==> src/rtl/opsh_pkg.sv <==
package opsh_pkg;
  localparam int DATA_W     = 32;
  localparam int SHAMT_W    = $clog2(DATA_W);
  localparam int IMM_W      = 8;
  localparam int ROT_W      = 4;
  localparam int AMT_BYTE_W = 8;

  typedef enum logic [1:0] {
    SK_LSL = 2'b00,
    SK_LSR = 2'b01,
    SK_ASR = 2'b10,
    SK_ROR = 2'b11
  } shift_kind_e;

  typedef enum logic [2:0] {
    CS_SHIFT = 3'd0,
    CS_IN    = 3'd1,
    CS_LSB   = 3'd2,
    CS_MSB   = 3'd3,
    CS_ZERO  = 3'd4
  } carry_sel_e;

  typedef struct packed {
    logic               useImm;
    logic               passThru;
    logic               forceZero;
    logic               signFill;
    carry_sel_e         carrySel;
    shift_kind_e        kind;
    logic [SHAMT_W-1:0] amt;
  } opsh_ctrl_t;
endpackage

==> src/rtl/opsh_ctrl.sv <==
module opsh_ctrl
  import opsh_pkg::*;
(
  input  logic [1:0]            srcSel,
  input  logic [1:0]            shiftType,
  input  logic [AMT_BYTE_W-1:0] amtRegByte,
  input  logic [SHAMT_W-1:0]    immShamt,
  input  logic [ROT_W-1:0]      immRot,
  output opsh_ctrl_t            ctrl
);
  localparam logic [AMT_BYTE_W-1:0] FULL_AMT = AMT_BYTE_W'(DATA_W);

  shift_kind_e kindIn;
  assign kindIn = shift_kind_e'(shiftType);

  always_comb begin
    ctrl           = '0;
    ctrl.carrySel  = CS_SHIFT;
    ctrl.kind      = kindIn;
    ctrl.amt       = immShamt;
    if (srcSel[1]) begin
      ctrl.useImm   = 1'b1;
      ctrl.kind     = SK_ROR;
      ctrl.amt      = SHAMT_W'({immRot, 1'b0});
      if (immRot == '0) begin
        ctrl.passThru = 1'b1;
        ctrl.carrySel = CS_IN;
      end
    end else if (!srcSel[0]) begin
      if (immShamt == '0) begin
        ctrl.passThru = 1'b1;
        ctrl.carrySel = CS_IN;
      end
    end else begin
      ctrl.amt = amtRegByte[SHAMT_W-1:0];
      if (amtRegByte == '0) begin
        ctrl.passThru = 1'b1;
        ctrl.carrySel = CS_IN;
      end else begin
        unique case (kindIn)
          SK_LSL, SK_LSR: begin
            if (amtRegByte == FULL_AMT) begin
              ctrl.forceZero = 1'b1;
              ctrl.carrySel  = (kindIn == SK_LSL) ? CS_LSB : CS_MSB;
            end else if (amtRegByte > FULL_AMT) begin
              ctrl.forceZero = 1'b1;
              ctrl.carrySel  = CS_ZERO;
            end
          end
          SK_ASR: begin
            if (amtRegByte >= FULL_AMT) begin
              ctrl.signFill = 1'b1;
              ctrl.carrySel = CS_MSB;
            end
          end
          SK_ROR: begin
            if (amtRegByte[SHAMT_W-1:0] == '0) begin
              ctrl.passThru = 1'b1;
              ctrl.carrySel = CS_MSB;
            end
          end
          default: ;
        endcase
      end
    end
  end

  // at most one saturation override is ever active
  always_comb begin
    assert_single_override_R8: assert ($onehot0({ctrl.passThru, ctrl.forceZero, ctrl.signFill}));
  end
endmodule

==> src/rtl/opsh_dp.sv <==
module opsh_dp
  import opsh_pkg::*;
(
  input  opsh_ctrl_t         ctrl,
  input  logic [DATA_W-1:0]  opndVal,
  input  logic [IMM_W-1:0]   immByte,
  input  logic               carryIn,
  output logic [DATA_W-1:0]  shOut,
  output logic               shCarry
);
  logic [DATA_W-1:0]        src;
  logic [DATA_W:0]          lslT;
  logic [DATA_W:0]          lsrT;
  logic signed [DATA_W:0]   asrSrc;
  logic signed [DATA_W:0]   asrT;
  logic [DATA_W-1:0]        rorRes;
  logic [SHAMT_W-1:0]       negAmt;
  logic [DATA_W-1:0]        barrel;
  logic                     barrelC;

  assign src    = ctrl.useImm ? {{(DATA_W-IMM_W){1'b0}}, immByte} : opndVal;
  assign negAmt = SHAMT_W'(0) - ctrl.amt;
  assign lslT   = {1'b0, src} << ctrl.amt;
  assign lsrT   = {src, 1'b0} >> ctrl.amt;
  assign asrSrc = {src, 1'b0};
  assign asrT   = asrSrc >>> ctrl.amt;
  assign rorRes = (src >> ctrl.amt) | (src << negAmt);

  always_comb begin
    unique case (ctrl.kind)
      SK_LSL:  begin barrel = lslT[DATA_W-1:0]; barrelC = lslT[DATA_W];  end
      SK_LSR:  begin barrel = lsrT[DATA_W:1];   barrelC = lsrT[0];       end
      SK_ASR:  begin barrel = asrT[DATA_W:1];   barrelC = asrT[0];       end
      default: begin barrel = rorRes;           barrelC = rorRes[DATA_W-1]; end
    endcase
  end

  always_comb begin
    if (ctrl.passThru)       shOut = src;
    else if (ctrl.forceZero) shOut = '0;
    else if (ctrl.signFill)  shOut = {DATA_W{src[DATA_W-1]}};
    else                     shOut = barrel;

    unique case (ctrl.carrySel)
      CS_IN:   shCarry = carryIn;
      CS_LSB:  shCarry = src[0];
      CS_MSB:  shCarry = src[DATA_W-1];
      CS_ZERO: shCarry = 1'b0;
      default: shCarry = barrelC;
    endcase
  end
endmodule

==> src/rtl/opnd_shifter.sv <==
module opnd_shifter
  import opsh_pkg::*;
#(
  parameter bit REG_OUT = 1'b1
) (
  input  logic                  clk,
  input  logic                  rstN,
  input  logic [1:0]            srcSel,
  input  logic [1:0]            shiftType,
  input  logic [DATA_W-1:0]     opndVal,
  input  logic [AMT_BYTE_W-1:0] amtRegByte,
  input  logic [SHAMT_W-1:0]    immShamt,
  input  logic [IMM_W-1:0]      immByte,
  input  logic [ROT_W-1:0]      immRot,
  input  logic                  carryIn,
  output logic [DATA_W-1:0]     opOut,
  output logic                  carryOut
);
  opsh_ctrl_t        ctrl;
  logic [DATA_W-1:0] shOut;
  logic              shCarry;

  opsh_ctrl u_ctrl (
    .srcSel     (srcSel),
    .shiftType  (shiftType),
    .amtRegByte (amtRegByte),
    .immShamt   (immShamt),
    .immRot     (immRot),
    .ctrl       (ctrl)
  );

  opsh_dp u_dp (
    .ctrl    (ctrl),
    .opndVal (opndVal),
    .immByte (immByte),
    .carryIn (carryIn),
    .shOut   (shOut),
    .shCarry (shCarry)
  );

  generate
    if (REG_OUT) begin : g_reg
      always_ff @(posedge clk) begin
        if (!rstN) begin
          opOut    <= '0;
          carryOut <= 1'b0;
        end else begin
          opOut    <= shOut;
          carryOut <= shCarry;
        end
      end

      assert_zero_amt_R5: assert property (@(posedge clk) disable iff (!rstN)
        (srcSel == 2'b01 && amtRegByte == '0)
        |=> (opOut == $past(opndVal) && carryOut == $past(carryIn)));

      assert_lsl32_R6: assert property (@(posedge clk) disable iff (!rstN)
        (srcSel == 2'b01 && shiftType == 2'b00 && amtRegByte == AMT_BYTE_W'(DATA_W))
        |=> (opOut == '0 && carryOut == $past(opndVal[0])));

      assert_big_shift_R7: assert property (@(posedge clk) disable iff (!rstN)
        (srcSel == 2'b01 && !shiftType[1] && amtRegByte > AMT_BYTE_W'(DATA_W))
        |=> (opOut == '0 && !carryOut));

      assert_sign_fill_R8: assert property (@(posedge clk) disable iff (!rstN)
        (srcSel == 2'b01 && shiftType == 2'b10 && amtRegByte >= AMT_BYTE_W'(DATA_W))
        |=> ((opOut == '0 || opOut == '1) && carryOut == opOut[DATA_W-1]));

      assert_rot_zero_R10: assert property (@(posedge clk) disable iff (!rstN)
        (srcSel[1] && immRot == '0)
        |=> (opOut == {{(DATA_W-IMM_W){1'b0}}, $past(immByte)} && carryOut == $past(carryIn)));
    end else begin : g_comb
      assign opOut    = shOut;
      assign carryOut = shCarry;
    end
  endgenerate
endmodule

==> config.mk <==
export PLATFORM = sky130hd
export DESIGN_NAME = opnd_shifter
export DESIGN_NICKNAME = d
export VERILOG_FILES = /design/src/rtl/opsh_pkg.sv /design/src/rtl/opsh_ctrl.sv /design/src/rtl/opsh_dp.sv /design/src/rtl/opnd_shifter.sv
export SDC_FILE = /design/constraint.sdc
export NUM_CORES = 1
export LEC_CHECK = 0
export ABC_AREA = 0
export BUFFER_PORTS_ARGS = -buffer_cell sky130_fd_sc_hd__clkbuf_2
export CORE_MARGIN = 3
export CORE_UTILIZATION = 35
export CTS_CLUSTER_DIAMETER = 50
export DETAILED_ROUTE_END_ITERATION = 8
export GPL_TIMING_DRIVEN = 0
export PLACE_DENSITY_LB_ADDON = 0.08
export SLEW_MARGIN = 10
export SYNTH_ARGS = -nofsm -noshare
export SYNTH_HDL_FRONTEND = slang
export SYNTH_SLANG_ARGS = --single-unit
==> constraint.sdc <==
create_clock -name clk -period 4.85 [get_ports clk]
set_input_delay 0.2425 -clock clk [delete_from_list [all_inputs] [get_ports clk]]
set_output_delay 0.2425 -clock clk [all_outputs]
set_load 0.005 [all_outputs]
==> results.cfg <==
[status]
status = completed

[clock_network]
htreeDepth = 2
cts_tree = done
cts.path.max_buffers = 2
clk_pin_slew_ns = 0.05
cts_hold_repair.buffers = 0
cts_sink_cnt = 33
tritoncts.num_buffers = 5
clk_root_buffer_cell = sky130_fd_sc_hd__clkbuf_16

[synthesis]
synthesis.area_um2 = 8240
synth.avg_cell_area_um2 = 6.88
async_flop_share = 0
synth.top_cells.by_count = 130 x sky130_fd_sc_hd__nand2_1, 125 x sky130_fd_sc_hd__nor2_1, 108 x sky130_fd_sc_hd__mux2i_1
synth_enable_flop_cells = 0
ys_seq_elements = 33
synthCells = 1198
synth.yosys.warnings = 0
post-synth-top-count-cell = sky130_fd_sc_hd__nand2_1
post_synth_main_area_contributors = sky130_fd_sc_hd__mux2i_1 13%, sky130_fd_sc_hd__dfxtp_1 8.0%, sky130_fd_sc_hd__mux4_2 6.8%
post-synth-top-area-cell = sky130_fd_sc_hd__mux2i_1
synth.distinct_cells = 76
netlist.area_leader.share = 0.131
syn-num-nets = 1263
synth_sequential_area_ratio = 0.0801
top_flip_flop_cell_by_instance_count_after_synthesis = sky130_fd_sc_hd__dfxtp_1

[critical_path]
worst-endpoint-required_ns = 5.00
timing.critical_path.arrival_ns = 4.99
worstSetupEndpointType = flip-flop
start_kind = primary input
setup.worst_path.class = in2reg
critical_path.max_fanout = 10

[grt]
grt_pass1_wl_mm = 88.2
grt_start_max_net_pins = 15
grt_antenna_before_repair = 3
grt.total_usage = 0.478
first_global_vias = 11500
grt_overflow = 0

[worst_hold_path]
hold_path_depth = 3
worst_hold_path_type = in2reg

[detailed_routing]
drt_wl_total_mm = 64.4
detailedRoute.firstIterationViolations = 2468
dr_wl_met2_mm = 24.6
drc = 0
wl_met3_mm = 10.5
viasPerCell = 7.85
ant_nets = 0
total_via_count_after_detailed_routing = 12600
first_pass_iters = 7
routedLengthMet1_mm = 22.8
routedWlPerCell_um = 40.0
highest-signal-layer = met5

[die]
initial_cell_density_of_the_core = 0.360
pin_count = 97
floorplan.die.height_um = 159
row_count = 55
die_width_um = 159
core_um2 = 22900
floorplan.die_area_um2 = 25400

[power]
vdd.ir_drop.worst_mv = 0.122
power.total_mw = 2.32
pleak_nw = 3.50
powerDensity_nw_per_um2 = 248

[placed_design]
place_hpwl_mm = 50.1
place.port_buffers = 83
gp_congestion = 1.17
placedInstanceArea_um2 = 9060

[timing]
maxSlewHeadroom = 0.0267
report.final.hold_viol_count = 0
drv_slew = 0
report.final.setup_viol = 0
final_period_minus_worst_setup_slack_ns = 4.84
rsz0062_at_grt = no
max_clock_freq_mhz = 207
final.period_utilization = 0.998
tightestPinTransition_ns = 1.44

[job]
timing.max_cap.violations = 0

[finish]
finish.utilization = 0.408
post_route_cells_drive_above_1_share = 0.160
area.growth.synth_to_final_pct = 13.4
design.final.nets = 1360
final_design_area_no_fill_um2 = 9350
==> metal layers <==
| layer | track usage | vias to the layer above |
|---|---|---|
| met2 | 0.666 | 1402 |
| met5 | 0.00758 | - |
| met3 | 0.206 | 438 |
| li1 | - | 4891 |
| met4 | 0.333 | 8 |
| met1 | 0.587 | 5903 |
==> state kept, by name, indices dropped and copies added (netlist names) <==
signal,count
carryOut,1
opOut,32
==> cell families after synthesis <==
kind of cell | synth area share
simple gates | 0.232
buf+inv | 0.0634
fa+ha+maj | 0.00152
flops | 0.0801
mux | 0.246
xor+xnor | 0.00622
compound gates | 0.371
==> worst max-delay path, cell delays in order <==
cell,delay (ns)
sky130_fd_sc_hd__clkbuf_2,0.12
sky130_fd_sc_hd__buf_6,0.17
sky130_fd_sc_hd__mux2i_1,0.88
sky130_fd_sc_hd__buf_2,0.49
sky130_fd_sc_hd__buf_2,0.34
sky130_fd_sc_hd__buf_2,0.39
sky130_fd_sc_hd__mux2i_1,0.12
sky130_fd_sc_hd__o22ai_1,1.01
sky130_fd_sc_hd__mux2i_1,0.38
sky130_fd_sc_hd__a31oi_1,0.32
sky130_fd_sc_hd__o211ai_1,0.15
sky130_fd_sc_hd__o221ai_1,0.35
==> what timing repair did <==
action | in CTS | in global routing
resized for setup | 4 | 10
pin swaps | 1 | 0
setup buffers | 1 | 5
setup endpoints to repair | 31 | 28
==> layout make-up <==
type / count / area, um2
inverters: 8 / 33.8
repair buffers: 91 / 483
diodes: 1 / 2.50
well taps: 313 / 392
clock inverters: 1 / 5.00
fillers: 2524 / 13600
plain buffers: 114 / 492
flip-flops and latches: 33 / 661
clock buffers: 7 / 153
multi-input cells: 1042 / 7130
==> through the flow <==
stage	hold WS, ns	setup slack [ns]	TNS (ns)	std cells
after floorplan	0.359	0.799	0	1198
final	0.313	0.00778	0	1610
after global routing	0.301	0.00340	0	1609
after global placement	0.578	-1.42	-22.95	1594
after CTS	0.283	0.0485	0	1602
after detailed placement	0.579	-1.29	-20.45	1594
==> report_power, final <==
group          leakage [nW]  switching, mW  internal [mW]
clock network        0.0799          0.114          0.217
logic                  3.14           1.19          0.479
registers             0.272        0.00879          0.310
total                  3.50           1.31           1.01
==> cells in the final DEF, fill, tap and decap left out, types with 9 or more instances in the layout <==
master / netlist / routed
sky130_fd_sc_hd__mux2i_1: 108 / 108
sky130_fd_sc_hd__o311ai_0: 12 / 10
sky130_fd_sc_hd__mux2_2: 27 / 27
sky130_fd_sc_hd__clkbuf_1: 81 / 80
sky130_fd_sc_hd__nor2b_1: 10 / 10
sky130_fd_sc_hd__a211oi_1: 27 / 27
sky130_fd_sc_hd__nand4_1: 10 / 10
sky130_fd_sc_hd__nor2_1: 125 / 124
sky130_fd_sc_hd__and3_1: 9 / 9
sky130_fd_sc_hd__a31oi_1: 19 / 19
sky130_fd_sc_hd__a221oi_1: 10 / 10
sky130_fd_sc_hd__o21ai_0: 79 / 79
sky130_fd_sc_hd__nand2b_1: 21 / 21
sky130_fd_sc_hd__nand3_1: 41 / 41
sky130_fd_sc_hd__nor4_1: 13 / 13
sky130_fd_sc_hd__buf_2: 24 / 27
sky130_fd_sc_hd__o211ai_1: 20 / 20
sky130_fd_sc_hd__a32oi_1: 10 / 10
sky130_fd_sc_hd__o22ai_1: 31 / 30
sky130_fd_sc_hd__dfxtp_1: 33 / 33
sky130_fd_sc_hd__o31ai_1: 9 / 9
sky130_fd_sc_hd__a22oi_1: 21 / 20
sky130_fd_sc_hd__mux4_2: 25 / 25
sky130_fd_sc_hd__clkbuf_2: 1 / 85
sky130_fd_sc_hd__nand2_1: 130 / 129
sky130_fd_sc_hd__a21o_1: 13 / 13
sky130_fd_sc_hd__o221ai_1: 12 / 12
sky130_fd_sc_hd__nor3_1: 44 / 41
sky130_fd_sc_hd__a21oi_1: 94 / 93
==> worst paths after layout <==
path,to,start,slack [ns]
max,opOut[1]$_SDFF_PN0_,srcSel[0],0.008
min,opOut[22]$_SDFF_PN0_,rstN,0.31
No activity file was read; power rests on OpenSTA's default activity.
